===== config.mk =====
export PLATFORM = sky130hd
export DESIGN_NAME = table_scan_engine
export DESIGN_NICKNAME = d
export VERILOG_FILES = /design/src/rtl/tse_pkg.sv /design/src/rtl/tse_cursor.sv /design/src/rtl/tse_qualify.sv /design/src/rtl/table_scan_engine.sv
export SDC_FILE = /design/constraint.sdc
export NUM_CORES = 1
export LEC_CHECK = 0
export BUFFER_PORTS_ARGS = -buffer_cell sky130_fd_sc_hd__buf_2
export CORE_ASPECT_RATIO = 0.5
export CORE_MARGIN = 10
export CORE_UTILIZATION = 54
export CTS_CLUSTER_SIZE = 12
export DETAILED_ROUTE_END_ITERATION = 16
export HOLD_SLACK_MARGIN = 0.05
export PLACE_DENSITY = 0.86
export REMOVE_ABC_BUFFERS = 1
export SLEW_MARGIN = 20
export SYNTH_ARGS = -nofsm -noshare
export SYNTH_HDL_FRONTEND = slang
export SYNTH_SLANG_ARGS = --single-unit

===== constraint.sdc =====
create_clock -name clk -period 3.29 [get_ports clk]
set_input_delay 0.4935 -clock clk [delete_from_list [all_inputs] [get_ports clk]]
set_output_delay 0.4935 -clock clk [all_outputs]
set_load 0.02 [all_outputs]

===== src/rtl/tse_pkg.sv =====
package tse_pkg;

  localparam int ENTRY_W = 64;
  localparam int MAC_W   = 48;
  localparam int VID_W   = 12;

  typedef enum logic [1:0] {
    MODE_ADDR = 2'd0,
    MODE_VLAN = 2'd1,
    MODE_FREE = 2'd2,
    MODE_AGE  = 2'd3
  } scan_mode_e;

  function automatic logic [1:0] ent_kind(input logic [ENTRY_W-1:0] e);
    return e[61:60];
  endfunction

  function automatic logic [VID_W-1:0] ent_vid(input logic [ENTRY_W-1:0] e);
    return e[59:48];
  endfunction

  function automatic logic [1:0] ent_class(input logic [ENTRY_W-1:0] e);
    return e[63:62];
  endfunction

  function automatic logic carries_addr(input logic [ENTRY_W-1:0] e);
    return (ent_kind(e) == 2'd1) || (ent_kind(e) == 2'd3);
  endfunction

  function automatic logic entry_qualifies(input scan_mode_e m,
                                           input logic [ENTRY_W-1:0] e,
                                           input logic [MAC_W-1:0] mac,
                                           input logic [VID_W-1:0] vid);
    logic q;
    unique case (m)
      MODE_ADDR: q = carries_addr(e) && (ent_vid(e) == vid) && (e[MAC_W-1:0] == mac);
      MODE_VLAN: q = (ent_kind(e) == 2'd2) && (ent_vid(e) == vid);
      MODE_FREE: q = (ent_kind(e) == 2'd0);
      MODE_AGE:  q = carries_addr(e) && !e[40] &&
                     ((ent_class(e) == 2'd1) || (ent_class(e) == 2'd3));
      default:   q = 1'b0;
    endcase
    return q;
  endfunction

endpackage


===== src/rtl/tse_cursor.sv =====
module tse_cursor #(
  parameter int IDX_W = 6
) (
  input  logic             clk,
  input  logic             rst_n,
  input  logic             launch,
  input  logic             halt,
  input  logic [IDX_W-1:0] last_idx,
  output logic             rd_en,
  output logic [IDX_W-1:0] rd_addr,
  output logic             cmp_valid,
  output logic [IDX_W-1:0] cmp_idx,
  output logic             cmp_last
);

  logic             issue_q;
  logic [IDX_W-1:0] addr_q;
  logic             pv_q;
  logic [IDX_W-1:0] pidx_q;

  always_ff @(posedge clk or negedge rst_n) begin
    if (!rst_n) begin
      issue_q <= 1'b0;
      addr_q  <= '0;
      pv_q    <= 1'b0;
      pidx_q  <= '0;
    end else if (launch) begin
      issue_q <= 1'b1;
      addr_q  <= '0;
      pv_q    <= 1'b0;
    end else if (halt) begin
      issue_q <= 1'b0;
      pv_q    <= 1'b0;
    end else begin
      pv_q   <= issue_q;
      pidx_q <= addr_q;
      if (issue_q) begin
        if (addr_q == last_idx) issue_q <= 1'b0;
        else                    addr_q  <= addr_q + 1'b1;
      end
    end
  end

  assign rd_en     = issue_q;
  assign rd_addr   = addr_q;
  assign cmp_valid = pv_q;
  assign cmp_idx   = pidx_q;
  assign cmp_last  = (pidx_q == last_idx);

  // compared entries arrive in ascending consecutive order
  a_r6_ascending: assert property (@(posedge clk) disable iff (!rst_n)
    cmp_valid && $past(cmp_valid) |-> (cmp_idx - $past(cmp_idx)) == IDX_W'(1));

  // no read beyond the configured last index
  a_r7_no_overread: assert property (@(posedge clk) disable iff (!rst_n)
    rd_en && !$past(launch) |-> rd_addr <= last_idx);

endmodule


===== src/rtl/tse_qualify.sv =====
module tse_qualify
  import tse_pkg::*;
(
  input  scan_mode_e         mode,
  input  logic [ENTRY_W-1:0] entry,
  input  logic [MAC_W-1:0]   mac,
  input  logic [VID_W-1:0]   vid,
  output logic               hit
);

  always_comb hit = entry_qualifies(mode, entry, mac, vid);

endmodule


===== src/rtl/table_scan_engine.sv =====
module table_scan_engine
  import tse_pkg::*;
#(
  parameter int DEPTH = 64,
  localparam int IDX_W = (DEPTH > 1) ? $clog2(DEPTH) : 1
) (
  input  logic               clk,
  input  logic               rst_n,
  input  logic               start,
  input  logic [1:0]         mode,
  input  logic [MAC_W-1:0]   key_mac,
  input  logic [VID_W-1:0]   key_vid,
  input  logic [IDX_W-1:0]   last_idx,
  output logic               rd_en,
  output logic [IDX_W-1:0]   rd_addr,
  input  logic [ENTRY_W-1:0] rd_data,
  output logic               done,
  output logic               found,
  output logic [IDX_W-1:0]   index
);

  logic             busy_q;
  scan_mode_e       mode_q;
  logic [MAC_W-1:0] mac_q;
  logic [VID_W-1:0] vid_q;
  logic [IDX_W-1:0] last_q;
  logic             done_q;
  logic             found_q;
  logic [IDX_W-1:0] index_q;

  logic             cmp_valid;
  logic [IDX_W-1:0] cmp_idx;
  logic             cmp_last;
  logic             hit_w;
  logic             launch_w;
  logic             finish_w;

  assign launch_w = start && !busy_q;
  assign finish_w = busy_q && cmp_valid && (hit_w || cmp_last);

  tse_cursor #(.IDX_W(IDX_W)) u_cursor (
    .clk       (clk),
    .rst_n     (rst_n),
    .launch    (launch_w),
    .halt      (finish_w),
    .last_idx  (last_q),
    .rd_en     (rd_en),
    .rd_addr   (rd_addr),
    .cmp_valid (cmp_valid),
    .cmp_idx   (cmp_idx),
    .cmp_last  (cmp_last)
  );

  tse_qualify u_qualify (
    .mode  (mode_q),
    .entry (rd_data),
    .mac   (mac_q),
    .vid   (vid_q),
    .hit   (hit_w)
  );

  always_ff @(posedge clk or negedge rst_n) begin
    if (!rst_n) begin
      busy_q  <= 1'b0;
      mode_q  <= MODE_ADDR;
      mac_q   <= '0;
      vid_q   <= '0;
      last_q  <= '0;
      done_q  <= 1'b0;
      found_q <= 1'b0;
      index_q <= '0;
    end else begin
      done_q <= 1'b0;
      if (launch_w) begin
        busy_q  <= 1'b1;
        mode_q  <= scan_mode_e'(mode);
        mac_q   <= key_mac;
        vid_q   <= key_vid;
        last_q  <= last_idx;
        found_q <= 1'b0;
        index_q <= '0;
      end else if (finish_w) begin
        busy_q  <= 1'b0;
        done_q  <= 1'b1;
        found_q <= hit_w;
        index_q <= hit_w ? cmp_idx : '0;
      end
    end
  end

  assign done  = done_q;
  assign found = found_q;
  assign index = index_q;

  // completion is a single-cycle pulse
  a_r9_done_pulse: assert property (@(posedge clk) disable iff (!rst_n)
    done_q |=> !done_q);

  // found only rises together with done
  a_r9_found_with_done: assert property (@(posedge clk) disable iff (!rst_n)
    $rose(found_q) |-> done_q);

  // a start during a scan leaves the sampled keys untouched
  a_r8_keys_held: assert property (@(posedge clk) disable iff (!rst_n)
    busy_q && start |=> $stable(mac_q) && $stable(vid_q) && $stable(mode_q) && $stable(last_q));

  // a reported hit lies inside the configured range
  a_r7_index_in_range: assert property (@(posedge clk) disable iff (!rst_n)
    done_q && found_q |-> index_q <= last_q);

endmodule


==> flow_results.xml <==
<?xml version="1.0" encoding="UTF-8"?>
<metrics>
  <group name="worst_setup_path">
    <metric name="timing.critical_path.to_type" unit="">flip-flop</metric>
    <metric name="arrival" unit="ps">2790</metric>
    <metric name="crit_path_max_fanout" unit="">12</metric>
    <metric name="critPathLaunchType" unit="">flip-flop</metric>
    <metric name="critPathRequiredTime" unit="ps">3510</metric>
    <metric name="crit_type" unit="">reg -&gt; reg</metric>
  </group>
  <group name="clock_network">
    <metric name="postCtsHoldBufs" unit="">0</metric>
    <metric name="cts_buffers" unit="">9</metric>
    <metric name="clk_pin_slew_worst_paths" unit="ps">60</metric>
    <metric name="clk-insertion-delay-late" unit="ps">340</metric>
    <metric name="clkSinkCount" unit="">91</metric>
    <metric name="cts.repair_timing.setup_buffer_count" unit="">0</metric>
    <metric name="cts.root.buffer_cell" unit="">clkbuf_16</metric>
    <metric name="clk_path_buf_depth" unit="">2</metric>
    <metric name="h-tree-depth" unit="">3</metric>
    <metric name="tritoncts_clock_tree" unit="">done</metric>
    <metric name="post_cts_resize_count" unit="">0</metric>
  </group>
  <group name="sta">
    <metric name="report.final.slew_viol_count" unit="">0</metric>
    <metric name="worst_clock_skew" unit="ps">8.895</metric>
    <metric name="timing.final.crit_period" unit="ps">2574</metric>
    <metric name="timing_worst_slew_pin_value" unit="ps">744.1</metric>
    <metric name="max_slew_margin" unit="%">50.16</metric>
    <metric name="maxClockFrequency" unit="GHz">0.3885</metric>
    <metric name="finalHoldViolCount" unit="">0</metric>
    <metric name="layout_worst_path_cycle_share" unit="%">78.24</metric>
    <metric name="setup_violations" unit="">0</metric>
    <metric name="worst_slack" unit="ps">715.7</metric>
    <metric name="grt_setup_unrepaired" unit="">false</metric>
  </group>
  <group name="place">
    <metric name="hpwl" unit="microns">8432</metric>
    <metric name="dpl_worst_slack" unit="ps">547.2</metric>
    <metric name="place_area" unit="sq mm">0.005181</metric>
    <metric name="port_buffers" unit="">148</metric>
    <metric name="place_congestion" unit="">0.8121</metric>
  </group>
  <group name="synthesis">
    <metric name="synth_seq_cells" unit="">91</metric>
    <metric name="synthArstFlopShare" unit="%">100.0</metric>
    <metric name="synth_top_area_cell" unit="">dfrtp_1</metric>
    <metric name="synth_top_flop_cell" unit="">dfrtp_1</metric>
    <metric name="syn_inst" unit="">339</metric>
    <metric name="ys_seq_area_share" unit="%">52.78</metric>
    <metric name="post-synth-top-area-fraction" unit="%">52.78</metric>
    <metric name="post_synth_main_area_contributors" unit="">dfrtp_1 (53%), mux2_2 (18%), xnor2_1 (11%), xor2_1 (2.4%), nand4_1 (1.6%)</metric>
    <metric name="average_size_of_a_mapped_cell" unit="sq um">12.73</metric>
    <metric name="synth_edf_count" unit="">0</metric>
    <metric name="syn_area" unit="sq mm">0.004314</metric>
    <metric name="yosysWarningCount" unit="">0</metric>
    <metric name="yosys.cell_types.count" unit="">40</metric>
  </group>
  <group name="final_layout">
    <metric name="nets" unit="">626</metric>
    <metric name="num_antenna_cells" unit="">0</metric>
    <metric name="post-route-util" unit="%">72.61</metric>
    <metric name="syn2layout_area_growth" unit="%">26.94</metric>
    <metric name="fillerInstances" unit="">526</metric>
    <metric name="final_design_area_no_fill" unit="sq mm">0.005477</metric>
    <metric name="drive_above_1_share" unit="%">48.18</metric>
  </group>
  <group name="power_and_ir_drop">
    <metric name="leakage_dissipation" unit="nW">2.539</metric>
    <metric name="power_density" unit="mW/mm^2">848.9</metric>
    <metric name="ir_worst_vdd" unit="uV">516.1</metric>
  </group>
  <group name="global_routing">
    <metric name="groute.layer.met1.usage" unit="%">18.83</metric>
    <metric name="grt_overflow_total" unit="">0</metric>
    <metric name="grt_pass1_wl" unit="microns">17770</metric>
    <metric name="via_count_of_the_first_global_routing_pass" unit="">3650</metric>
    <metric name="globalRouteTotalUtil" unit="%">17.96</metric>
    <metric name="global_route.usage.met3" unit="%">4.978</metric>
    <metric name="pin_count_of_the_biggest_net_entering_global_routing" unit="">67</metric>
    <metric name="met2_usage" unit="%">33.76</metric>
    <metric name="number_of_antenna_violations_at_the_first_check_in_global_routing" unit="">0</metric>
    <metric name="grt-busiest-layer" unit="">met2</metric>
  </group>
  <group name="route">
    <metric name="drt_iter0_markers" unit="">177</metric>
    <metric name="routed_wirelength_normalized_by_instance_count" unit="microns">18.50</metric>
    <metric name="drt-pass1-iter-count" unit="">4</metric>
    <metric name="antenna_violating_nets_left" unit="">0</metric>
    <metric name="remaining_drc_errors" unit="">0</metric>
    <metric name="route.vias.total" unit="">3197</metric>
    <metric name="drt-vias-per-instance" unit="">5.311</metric>
    <metric name="route.final.wire_length" unit="microns">11140</metric>
  </group>
  <group name="die">
    <metric name="initial_cell_density_of_the_core" unit="%">57.20</metric>
    <metric name="num_rows" unit="">22</metric>
    <metric name="fp.dieH" unit="microns">83.21</metric>
    <metric name="io_pins" unit="">150</metric>
    <metric name="die_area" unit="sq mm">0.01218</metric>
    <metric name="core_area" unit="sq mm">0.007542</metric>
    <metric name="die_w" unit="microns">146.4</metric>
  </group>
  <group name="min_path">
    <metric name="worst_hold_path_type" unit="">in -&gt; async</metric>
  </group>
  <group name="run">
    <metric name="max_cap_violations" unit="">0</metric>
  </group>
  <group name="run_status">
    <metric name="outcome" unit="">finished, final reports clean</metric>
  </group>
</metrics>
## layer usage
layer,share of wire [%],vias to the layer above
met3,4.1,19
met4,1.9,0
met5,0,-
met2,55,71
met1,39,1603
li1,-,1504
## metrics by stage
stage	power (W)	hold WS (ps)	TNS, ps	std cells
global route	0.004937	168.1	0	602
detailed placement	0.003625	473.3	0	587
floorplan	0.003153	197.9	-105460	327
finish	0.004649	138.1	0	602
global placement	0.003515	460.8	0	587
CTS	0.004683	152.0	0	602
## layout by cell type (no fill, tap or decap), types with 2 or more instances in the layout
master,Yosys,routed
buf_4,0,4
or4_1,2,2
clkbuf_1,3,2
o22ai_1,2,2
nand2b_1,3,3
a22o_1,6,6
a21oi_1,3,3
mux2_2,68,68
xnor2_1,54,54
clkbuf_8,0,2
nand3_1,2,2
nor4_1,7,7
nand2_1,11,11
nor2b_1,6,5
buf_2,1,147
o41ai_1,2,2
inv_1,9,9
clkbuf_16,0,9
o21ai_0,11,11
dfrtp_1,91,91
xor2_1,12,12
o31ai_1,2,2
nand4_1,11,11
nor2_1,5,5
a31oi_1,3,3
a41oi_1,2,2
## Yosys cell counts, types with 5 or more instances
library cell	n
nor2b_1	6
xnor2_1	54
nor2_1	5
nand4_1	11
dfrtp_1	91
mux2_2	68
buf_1	6
nand2_1	11
inv_1	9
xor2_1	12
a22o_1	6
o21ai_0	11
nor4_1	7
## worst max-delay path: stages, from the launching register on
cell,delay (ps)
dfrtp_1,420
xor2_1,150
or4_1,520
nor4_1,370
inv_1,130
a22oi_2,210
or2_2,300
mux2_2,360
## layout make-up
cell class	instances	area (sq um)	share of cell area, %
timing repair buffer	152	785.8	14.35
tap	108	135.1	2.467
clock buffer	13	260.3	4.752
multi-input combinational	227	1949	35.60
sequential	91	2277	41.58
inverter	9	33.78	0.6169
clock inverter	2	35.03	0.6397
## where the power goes
part	switching, W	internal (W)
Combinational	0.000627	0.000873
Sequential	0.000457	0.00167
Clock	0.000399	0.000625
## registers in the layout, indices dropped and copies added (netlist names), 2 cells and up
signal	cells
mac_q	48
vid_q	12
last_q	6
u_cursor.rd_addr	6
mode_q	2
u_cursor.cmp_idx	6
index	6
## logic make-up (layout without fill, tap and decap cells)
logic type	after synthesis	in the layout	synth area share [%]
AO/OA/AOI/OAI	37	37	6.032
XOR/XNOR	66	66	13.40
adder cells (fa/ha/maj)	1	1	0.2900
buffers and inverters	21	176	2.204
flip-flops	91	91	52.78
multiplexers	70	70	18.36
AND/OR/NAND/NOR	53	53	6.932
## path summary, 6_finish.rpt
kind                             startpoint                   to  slack, ps  depth (start not counted)
worst min-delay path                  rst_n            mac_q[18]        140                          1
max in group asynchronous             rst_n            mac_q[31]       2410                          2
worst max-delay path              last_q[2]  u_cursor.cmp_idx[2]        720                          7
worst max register to register    last_q[2]  u_cursor.cmp_idx[2]        720                          7
min in group clk                key_mac[11]            mac_q[11]        380                          3
worst min register to register        found                found        500                          1
Note: power is estimated with default switching activity, not from simulation.
